File: src/rtl/nsg_pkg.sv
package nsg_pkg;

    typedef enum logic [2:0] {
        ST_IDLE      = 3'd0,
        ST_PROG      = 3'd1,
        ST_ERASE_WIN = 3'd2,
        ST_ERASE     = 3'd3,
        ST_SUSP_RD   = 3'd4,
        ST_SUSP_PROG = 3'd5
    } nsg_state_e;

    typedef enum logic [1:0] {
        OP_PROGRAM    = 2'd0,
        OP_SECT_ERASE = 2'd1,
        OP_SUSPEND    = 2'd2,
        OP_RESUME     = 2'd3
    } nsg_op_e;

    // status byte bit positions the host decodes
    localparam int unsigned BIT_POLL     = 7;
    localparam int unsigned BIT_TOG_ANY  = 6;
    localparam int unsigned BIT_WINDOW   = 3;
    localparam int unsigned BIT_TOG_SECT = 2;

endpackage

File: src/rtl/nsg_mode_fsm.sv
module nsg_mode_fsm
    import nsg_pkg::*;
#(
    parameter int unsigned NUM_SECT = 32,
    parameter int unsigned WIN_CYC  = 40,
    localparam int unsigned SECT_W  = $clog2(NUM_SECT),
    localparam int unsigned CNT_W   = $clog2(WIN_CYC + 1)
) (
    input  logic                clk,
    input  logic                rst_n,
    input  logic                cmd_valid,
    input  logic [1:0]          cmd_op,
    input  logic [SECT_W-1:0]   cmd_sector,
    input  logic                cmd_bit7,
    input  logic                op_done,
    output nsg_state_e          st_q,
    output logic [NUM_SECT-1:0] mask_q,
    output logic                bit7_q,
    output logic                cmd_ack
);

    nsg_state_e          st_d;
    logic [NUM_SECT-1:0] mask_d;
    logic [NUM_SECT-1:0] sect_onehot;
    logic [CNT_W-1:0]    cnt_q, cnt_d;
    logic                bit7_d;
    logic                accept;
    logic                is_prog, is_erase, is_susp, is_resume;

    assign is_prog     = cmd_valid && (nsg_op_e'(cmd_op) == OP_PROGRAM);
    assign is_erase    = cmd_valid && (nsg_op_e'(cmd_op) == OP_SECT_ERASE);
    assign is_susp     = cmd_valid && (nsg_op_e'(cmd_op) == OP_SUSPEND);
    assign is_resume   = cmd_valid && (nsg_op_e'(cmd_op) == OP_RESUME);
    assign sect_onehot = NUM_SECT'(1) << cmd_sector;

    // next-state and acceptance decision
    always_comb begin
        st_d   = st_q;
        mask_d = mask_q;
        cnt_d  = cnt_q;
        bit7_d = bit7_q;
        accept = 1'b0;
        unique case (st_q)
            ST_IDLE: begin
                if (is_prog) begin
                    st_d   = ST_PROG;
                    bit7_d = cmd_bit7;
                    accept = 1'b1;
                end else if (is_erase) begin
                    st_d   = ST_ERASE_WIN;
                    mask_d = sect_onehot;
                    cnt_d  = CNT_W'(WIN_CYC);
                    accept = 1'b1;
                end
            end
            ST_PROG: begin
                if (op_done) st_d = ST_IDLE;
            end
            ST_ERASE_WIN: begin
                if (is_susp) begin
                    st_d   = ST_SUSP_RD;
                    accept = 1'b1;
                end else if (is_erase) begin
                    mask_d = mask_q | sect_onehot;
                    cnt_d  = CNT_W'(WIN_CYC);
                    accept = 1'b1;
                end else if (cnt_q == '0) begin
                    st_d = ST_ERASE;
                end else begin
                    cnt_d = cnt_q - 1'b1;
                end
            end
            ST_ERASE: begin
                if (op_done) begin
                    st_d   = ST_IDLE;
                    mask_d = '0;
                end else if (is_susp) begin
                    st_d   = ST_SUSP_RD;
                    accept = 1'b1;
                end
            end
            ST_SUSP_RD: begin
                if (is_resume) begin
                    st_d   = ST_ERASE;
                    accept = 1'b1;
                end else if (is_prog && !mask_q[cmd_sector]) begin
                    st_d   = ST_SUSP_PROG;
                    bit7_d = cmd_bit7;
                    accept = 1'b1;
                end
            end
            ST_SUSP_PROG: begin
                if (op_done) st_d = ST_SUSP_RD;
            end
            default: st_d = ST_IDLE;
        endcase
    end

    // state register
    always_ff @(posedge clk) begin
        if (!rst_n) begin
            st_q   <= ST_IDLE;
            mask_q <= '0;
            cnt_q  <= '0;
            bit7_q <= 1'b0;
        end else begin
            st_q   <= st_d;
            mask_q <= mask_d;
            cnt_q  <= cnt_d;
            bit7_q <= bit7_d;
        end
    end

    // output register
    always_ff @(posedge clk) begin
        if (!rst_n) cmd_ack <= 1'b0;
        else        cmd_ack <= accept;
    end

endmodule

File: src/rtl/nsg_toggle_pair.sv
module nsg_toggle_pair (
    input  logic clk,
    input  logic rst_n,
    input  logic rd_en,
    input  logic any_cond,
    input  logic sect_cond,
    output logic strobe,
    output logic tog_any_q,
    output logic tog_sect_q
);

    logic rd_prev_q;

    assign strobe = rd_en && !rd_prev_q;

    always_ff @(posedge clk) begin
        if (!rst_n) begin
            rd_prev_q  <= 1'b0;
            tog_any_q  <= 1'b0;
            tog_sect_q <= 1'b0;
        end else begin
            rd_prev_q <= rd_en;
            if (strobe && any_cond)  tog_any_q  <= !tog_any_q;
            if (strobe && sect_cond) tog_sect_q <= !tog_sect_q;
        end
    end

endmodule

File: src/rtl/nsg_read_mux.sv
module nsg_read_mux
    import nsg_pkg::*;
#(
    parameter int unsigned DATA_W = 8
) (
    input  logic              clk,
    input  logic              rst_n,
    input  logic              strobe,
    input  nsg_state_e        st,
    input  logic              sect_hit,
    input  logic              bit7,
    input  logic              tog_any,
    input  logic              tog_sect,
    input  logic [DATA_W-1:0] array_data,
    output logic [DATA_W-1:0] rd_data
);

    logic [DATA_W-1:0] status;

    always_comb begin
        status = '0;
        unique case (st)
            ST_IDLE: status = array_data;
            ST_PROG, ST_SUSP_PROG: begin
                status[BIT_POLL]     = !bit7;
                status[BIT_TOG_ANY]  = tog_any;
                status[BIT_TOG_SECT] = 1'b1;
            end
            ST_ERASE_WIN, ST_ERASE: begin
                status[BIT_TOG_ANY]  = tog_any;
                status[BIT_WINDOW]   = (st == ST_ERASE);
                status[BIT_TOG_SECT] = tog_sect;
            end
            ST_SUSP_RD: begin
                if (sect_hit) begin
                    status[BIT_POLL]     = 1'b1;
                    status[BIT_TOG_ANY]  = 1'b1;
                    status[BIT_TOG_SECT] = tog_sect;
                end else begin
                    status = array_data;
                end
            end
            default: status = '0;
        endcase
    end

    always_ff @(posedge clk) begin
        if (!rst_n)      rd_data <= '0;
        else if (strobe) rd_data <= status;
    end

endmodule

File: src/rtl/nor_status_gen.sv
module nor_status_gen
    import nsg_pkg::*;
#(
    parameter int unsigned NUM_SECT = 32,
    parameter int unsigned WIN_CYC  = 40,
    parameter int unsigned DATA_W   = 8,
    localparam int unsigned SECT_W  = $clog2(NUM_SECT)
) (
    input  logic              clk,
    input  logic              rst_n,
    input  logic              cmd_valid,
    input  logic [1:0]        cmd_op,
    input  logic [SECT_W-1:0] cmd_sector,
    input  logic              cmd_bit7,
    input  logic              op_done,
    input  logic              rd_en,
    input  logic [SECT_W-1:0] rd_sector,
    input  logic [DATA_W-1:0] array_data,
    output logic              ready,
    output logic              cmd_ack,
    output logic [DATA_W-1:0] rd_data
);

    nsg_state_e          st_q;
    logic [NUM_SECT-1:0] mask_q;
    logic                bit7_q;
    logic                strobe, tog_any, tog_sect;
    logic                sect_hit, any_cond, sect_cond;

    nsg_mode_fsm #(.NUM_SECT(NUM_SECT), .WIN_CYC(WIN_CYC)) u_fsm (
        .clk(clk), .rst_n(rst_n), .cmd_valid(cmd_valid), .cmd_op(cmd_op),
        .cmd_sector(cmd_sector), .cmd_bit7(cmd_bit7), .op_done(op_done),
        .st_q(st_q), .mask_q(mask_q), .bit7_q(bit7_q), .cmd_ack(cmd_ack)
    );

    assign sect_hit  = mask_q[rd_sector];
    assign any_cond  = (st_q == ST_PROG) || (st_q == ST_ERASE_WIN) ||
                       (st_q == ST_ERASE) || (st_q == ST_SUSP_PROG);
    assign sect_cond = sect_hit && ((st_q == ST_ERASE_WIN) ||
                       (st_q == ST_ERASE) || (st_q == ST_SUSP_RD));
    assign ready     = rst_n && ((st_q == ST_IDLE) || (st_q == ST_SUSP_RD));

    nsg_toggle_pair u_tog (
        .clk(clk), .rst_n(rst_n), .rd_en(rd_en), .any_cond(any_cond),
        .sect_cond(sect_cond), .strobe(strobe), .tog_any_q(tog_any),
        .tog_sect_q(tog_sect)
    );

    nsg_read_mux #(.DATA_W(DATA_W)) u_mux (
        .clk(clk), .rst_n(rst_n), .strobe(strobe), .st(st_q),
        .sect_hit(sect_hit), .bit7(bit7_q), .tog_any(tog_any),
        .tog_sect(tog_sect), .array_data(array_data), .rd_data(rd_data)
    );

endmodule

File: config.mk
export PLATFORM = sky130hd
export DESIGN_NAME = nor_status_gen
export DESIGN_NICKNAME = d
export VERILOG_FILES = /design/src/rtl/nsg_pkg.sv /design/src/rtl/nsg_mode_fsm.sv /design/src/rtl/nsg_toggle_pair.sv /design/src/rtl/nsg_read_mux.sv /design/src/rtl/nor_status_gen.sv
export SDC_FILE = /design/constraint.sdc
export NUM_CORES = 1
export LEC_CHECK = 0
export ABC_CLOCK_PERIOD_IN_PS = 3600
export CORE_MARGIN = 5
export CORE_UTILIZATION = 61
export CTS_CLUSTER_SIZE = 16
export DETAILED_ROUTE_END_ITERATION = 7
export PLACE_DENSITY = 0.85
export SLEW_MARGIN = 5
export SYNTH_ARGS = -nofsm -noshare
export SYNTH_HDL_FRONTEND = slang
export SYNTH_SLANG_ARGS = --single-unit
File: constraint.sdc
create_clock -name clk -period 3.6 [get_ports clk]
set_clock_uncertainty 0.2 [all_clocks]
set_input_delay 0.36 -clock clk [delete_from_list [all_inputs] [get_ports clk]]
set_output_delay 0.36 -clock clk [all_outputs]
set_load 0.005 [all_outputs]
== Word-level counts from Yosys, hierarchy flattened ==
Index checks and enable logic that the tools add are counted.
Storage, ports and cells
  logic and storage cells: 122
  register bits: 54
  input port bits: 26
Operators by class
  bitwise logic cells: 1
  order comparisons: 2
  add/subtract/negate cells: 1
  equality and inequality tests: 24
  multiplexer cells: 50
  reduce and logical (&&, ||, !) cells: 34
  shift operators: 1
Operators by type and width (count)
  $mux 32: 5
  $pmux 32 s3: 1
  $mux 3: 12
  $or 32x32->32: 1
  $shl 1x5->32 const A: 1
  $mux 6: 5
  $pmux 3 s6: 1
  $mux 1: 13
  $lt 5x6->1 const B: 2
  $ne 2x2->1 const B: 6
  $pmux 6 s2: 1
  $bmux 1 s5: 2
  $logic_and 1x1->1: 10
  $ne 3x1->1 const B: 3
  $pmux 1 s3: 3
  $ne 2x1->1 const B: 4
  $pmux 1 s4: 2
  $pmux 2 s2: 2
  $reduce_and 7->1: 1
  $eq 3x2->1 const B: 2
  $eq 3x3->1 const B: 2
  $logic_not 6->1: 1
  $logic_or 1x1->1: 6
  $ne 3x2->1 const B: 2
  other kinds (17): 25

== Depth between registers and ports, before layout ==
  depth in word-level cells: 7
  depth in mapped cells: 9

== Cells and area by module ==
From an unflattened synthesis, not the netlist that was laid out.
Unflattened totals
  cells, all modules: 360
  area total of the unflattened synthesis: 3110.5 µm²
By module, submodules not included
  nsg_mode_fsm: area an instance 2227.1 µm², instances 1, cells each 256
  nsg_read_mux: area an instance 394.1 µm², instances 1, cells each 44
  nor_status_gen: area an instance 359.1 µm², instances 1, cells each 47
  nsg_toggle_pair: area an instance 130.1 µm², instances 1, cells each 13

== Least setup slack after synthesis ==
OpenSTA, ideal clock, no wires.
  path kind: reg2reg
  start: reg u_fsm.cnt_q[0]
  end: reg u_fsm.st_q[1]
  period minus slack after synthesis: 2.149 ns
  setup slack: 1.451 ns
  stages on the path, launching flop included: 9
  arrival time: 1.879 ns
  path buffers: 0
  cell sequence: dfxtp_1 -> inv_1 -> ha_1 -> nor3b_2 -> a311oi_1 -> a22o_1 -> or2_1 -> or4_1 -> a21boi_1
Between the ends
  longest elaborated chain between the ends: 3
RTL lines
  from (decl): line nsg_mode_fsm.sv:25  | logic [CNT_W-1:0] cnt_q, cnt_d;
  from (signal assigned): line nsg_mode_fsm.sv:109  | cnt_q <= cnt_d;
  $logic_not 6->1: line nsg_mode_fsm.sv:67  | end else if (cnt_q == '0) begin
  $ne 3x1->1 (no source line)
  $reduce_and 7->1 (no source line)
  to (signal assigned): line nsg_mode_fsm.sv:107  | st_q <= st_d;
  to (decl): line nsg_mode_fsm.sv:16  | output nsg_state_e st_q,
No other way between the ends.
A chain may end at the register's enable or synchronous reset.

== Worst setup path after layout ==
  start: reg u_fsm.st_q[1]
  end: reg u_fsm.mask_q[25]
Between the ends
  longest elaborated chain between the ends: 3
  elaborated cells between the ends (all ways): 11
  those cells by class: eq/ne (7); mux (1); reduce/logical (3)
RTL lines
  $eq 3x2->1 or $logic_not 3->1 (tied branches): line nsg_mode_fsm.sv:43  | unique case (st_q)
  $ne 2x1->1 (no source line), or another cell as far along
  $reduce_and 6->1 (no source line)
  to (signal assigned): line nsg_mode_fsm.sv:108  | mask_q <= mask_d;
  to (decl): line nsg_mode_fsm.sv:17  | output logic [NUM_SECT-1:0] mask_q,
Several ways; a longest one is shown, not always the timed one.

==> flow_metrics.env <==
export IMPL_antenna_found_initial=0
export IMPL_drv_cap=0
export IMPL_setup_tns_final_ps=0
export IMPL_synth_seq_cells=54
export IMPL_grt_pass1_vias=3054
export IMPL_p_per_area_mw_per_mm2=337.3
export IMPL_area_delta_synth_final_pct=12.40
export IMPL_dp_cells=515
export IMPL_ys_types=53
export IMPL_drive_gt1_frac=0.03548
export IMPL_numCtsBuffers=5
export IMPL_cts_sinks=54
export IMPL_outcome="finished, final reports clean"
export IMPL_worst_slack_ps=704.7
export IMPL_pre_cts_ws_ps=555.9
export IMPL_wirelength_um=8175
export IMPL_finalCritPeriodShare=0.8043
export IMPL_max_freq_ghz=0.3454
export IMPL_dpl_hpwl_um=5793
export IMPL_worstPathRequired_ps=3670
export IMPL_initial_utilization=0.6179
export IMPL_startpoint_type="flop"
export IMPL_ir_worst_vdd_mv=0.1863
export IMPL_hold_path_class="reg -> reg"
export IMPL_die_w_um=84.23
export IMPL_die_y_um=84.23
export IMPL_die_area_mm2=0.007094
export IMPL_gr_usage_all_layers=0.2340
export IMPL_row_count=27
export IMPL_cts_tree="built"
export IMPL_synthTopCellsByArea="dfxtp_1 (32%), mux2i_1 (11%), nand2_1 (7.0%), and2_1 (6.9%), o21ai_0 (5.4%)"
export IMPL_cts_path_max_buffers=2
export IMPL_gr_usage_met2=0.3745
export IMPL_antenna_cells=0
export IMPL_overflow=0
export IMPL_hold_viol_final=0
export IMPL_core_area_mm2=0.005439
export IMPL_synth_area_mm2=0.003361
export IMPL_layout_nets=480
export IMPL_ys_seq_area_frac=0.3217
export IMPL_crit_arrival_ps=2970
export IMPL_met1_usage=0.2986
export IMPL_pin_count=36
export IMPL_setup_worst_path_class="reg -> reg"
export IMPL_viasPerCell=6.130
export IMPL_synth_top_area_share=0.3217
export IMPL_drc=0
export IMPL_first_iter_violations=284
export IMPL_grt_pass1_wl_um=13990
export IMPL_post_cts_buffers=0
export IMPL_rsz0062_at_grt="no"
export IMPL_drtPass1Iterations=5
export IMPL_cts_htree_levels=2
export IMPL_grt_max_degree=50
export IMPL_grt_util_met3=0.04711
export IMPL_cp_max_fo=32
export IMPL_busiest_layer="met2"
export IMPL_final_cells=523
export IMPL_syn_nets=465
export IMPL_cts_hold_buf=0
export IMPL_ys_warn_count=0
export IMPL_slew_viol_final=0
export IMPL_p_leak_nw=1.458
export IMPL_ctsRootBufferMaster="clkbuf_8"
export IMPL_clock_latency_ps=320
export IMPL_tightest_slew_ps=1196
export IMPL_synth_ff_type="dfxtp_1"
export IMPL_yosysTopAreaCell="dfxtp_1"
export IMPL_portBuffers=35
export IMPL_max_slew_margin=0.2025
export IMPL_cp_end_kind="flop"
export IMPL_ant_nets=0
export IMPL_synth_edff_count=0
export IMPL_post_cts_resized=0
export IMPL_wl_per_cell_um=15.63
export IMPL_syn_inst=435
export IMPL_period_needed_ps=2895
export IMPL_finalSetupViolCount=0
export IMPL_postSynthAreaPerCell_um2=7.726
export IMPL_ys_async_sr_fraction=0
export IMPL_clkTransAtPathRegs_ps=110
export IMPL_gp_congestion=0.9371
export IMPL_vias=3206
==> cell usage after synthesis (5+ instances only) <==
cell      number
nor2_1        23
nand3_1       21
a211oi_1       5
nand4_1        6
o21ai_1        5
dfxtp_1       54
nand2_1       63
nor2b_1        8
nor3_1         7
clkbuf_1      13
and2_1        37
buf_2         10
inv_1         11
nand2b_1       9
a22oi_1        8
mux2i_1       37
o21ai_0       36
a21oi_1       17
==> through the flow <==
step | hold WS, ps | instance area (um2) | utilization | power, mW
global placement | 276.8 | 3684 | 0.6772 | 0.9168
finish | 296.9 | 3777 | 0.6945 | 1.274
floorplan | 259.7 | 3361 | - | 0.8370
CTS | 302.7 | 3777 | 0.6945 | 1.276
detailed placement | 288.5 | 3684 | 0.6772 | 0.9232
global route | 342.9 | 3777 | 0.6945 | 1.339
==> cells in the final DEF, fill, tap and decap left out, types with 6 or more instances in the layout <==
master and count:
a21oi_1 17, a22oi_1 8, and2_1 37, clkdlybuf4s50_1 35, dfxtp_1 54, inv_1 11
mux2i_1 37, nand2_1 63, nand2b_1 9, nand3_1 21, nand4_1 6, nor2_1 23
nor2b_1 8, nor3_1 7, o21ai_0 36
==> cell families (layout without fill, tap and decap cells) <==
kind of cell               count (synthesis)  after routing  share of synthesized area
muxes                                     37             37                     0.1102
adders and majority gates                  4              4                    0.01489
DFF                                       54             54                     0.3217
xor gates and xnor gates                   5              5                    0.01303
buffers and inverters                     40             56                    0.05287
and+or+nand+nor                          194            194                     0.2967
AOI/OAI and AO/OA                        101            101                     0.1906
==> worst paths after layout <==
path	from	to	slack, ps	depth (start not counted)
worst max-delay path	u_fsm.st_q[1]	u_fsm.mask_q[25]	700	5
worst max register to register	u_fsm.st_q[1]	u_fsm.mask_q[25]	700	5
worst min register to register	u_tog.tog_sect_q	u_tog.tog_sect_q	300	2
worst min-delay path	u_tog.tog_sect_q	u_tog.tog_sect_q	300	2
==> report_power, final <==
part           leakage, nW  switching, mW  internal (mW)
Sequential           0.438         0.0262          0.619
Combinational        0.975          0.149          0.121
Clock               0.0447          0.219          0.141
==> final cells by class <==
type / count / area [um2]
Clock buffer: 5 / 68.82
Tap cell: 72 / 90.09
Multi-Input combinational cell: 341 / 2106
Sequential cell: 54 / 1081
Timing Repair Buffer: 37 / 365.4
Inverter: 11 / 41.29
Clock inverter: 3 / 25.02
Fill cell: 452 / 1662
==> worst max-delay path: stages, from the launching register on <==
cell and delay (ps):
dfxtp_1 730, or3b_1 540, o21ai_2 980, nand2_1 150, o21ai_0 120, and2_1 140
==> registers in the layout, summed over array words and instances (netlist names) <==
signal / cells
u_fsm.mask_q: 32
u_mux.rd_data: 8
u_fsm.cnt_q: 6
u_fsm.st_q: 3
u_fsm.bit7_q: 1
u_fsm.cmd_ack: 1
u_tog.rd_prev_q: 1
u_tog.tog_any_q: 1
u_tog.tog_sect_q: 1
==> layer usage <==
metal / wire (um) / share of wire
met3: 528 / 0.065
met4: 280 / 0.034
met2: 3758 / 0.46
met1: 3607 / 0.44
met5: 0 / 0
(Power assumes the default switching activity.)
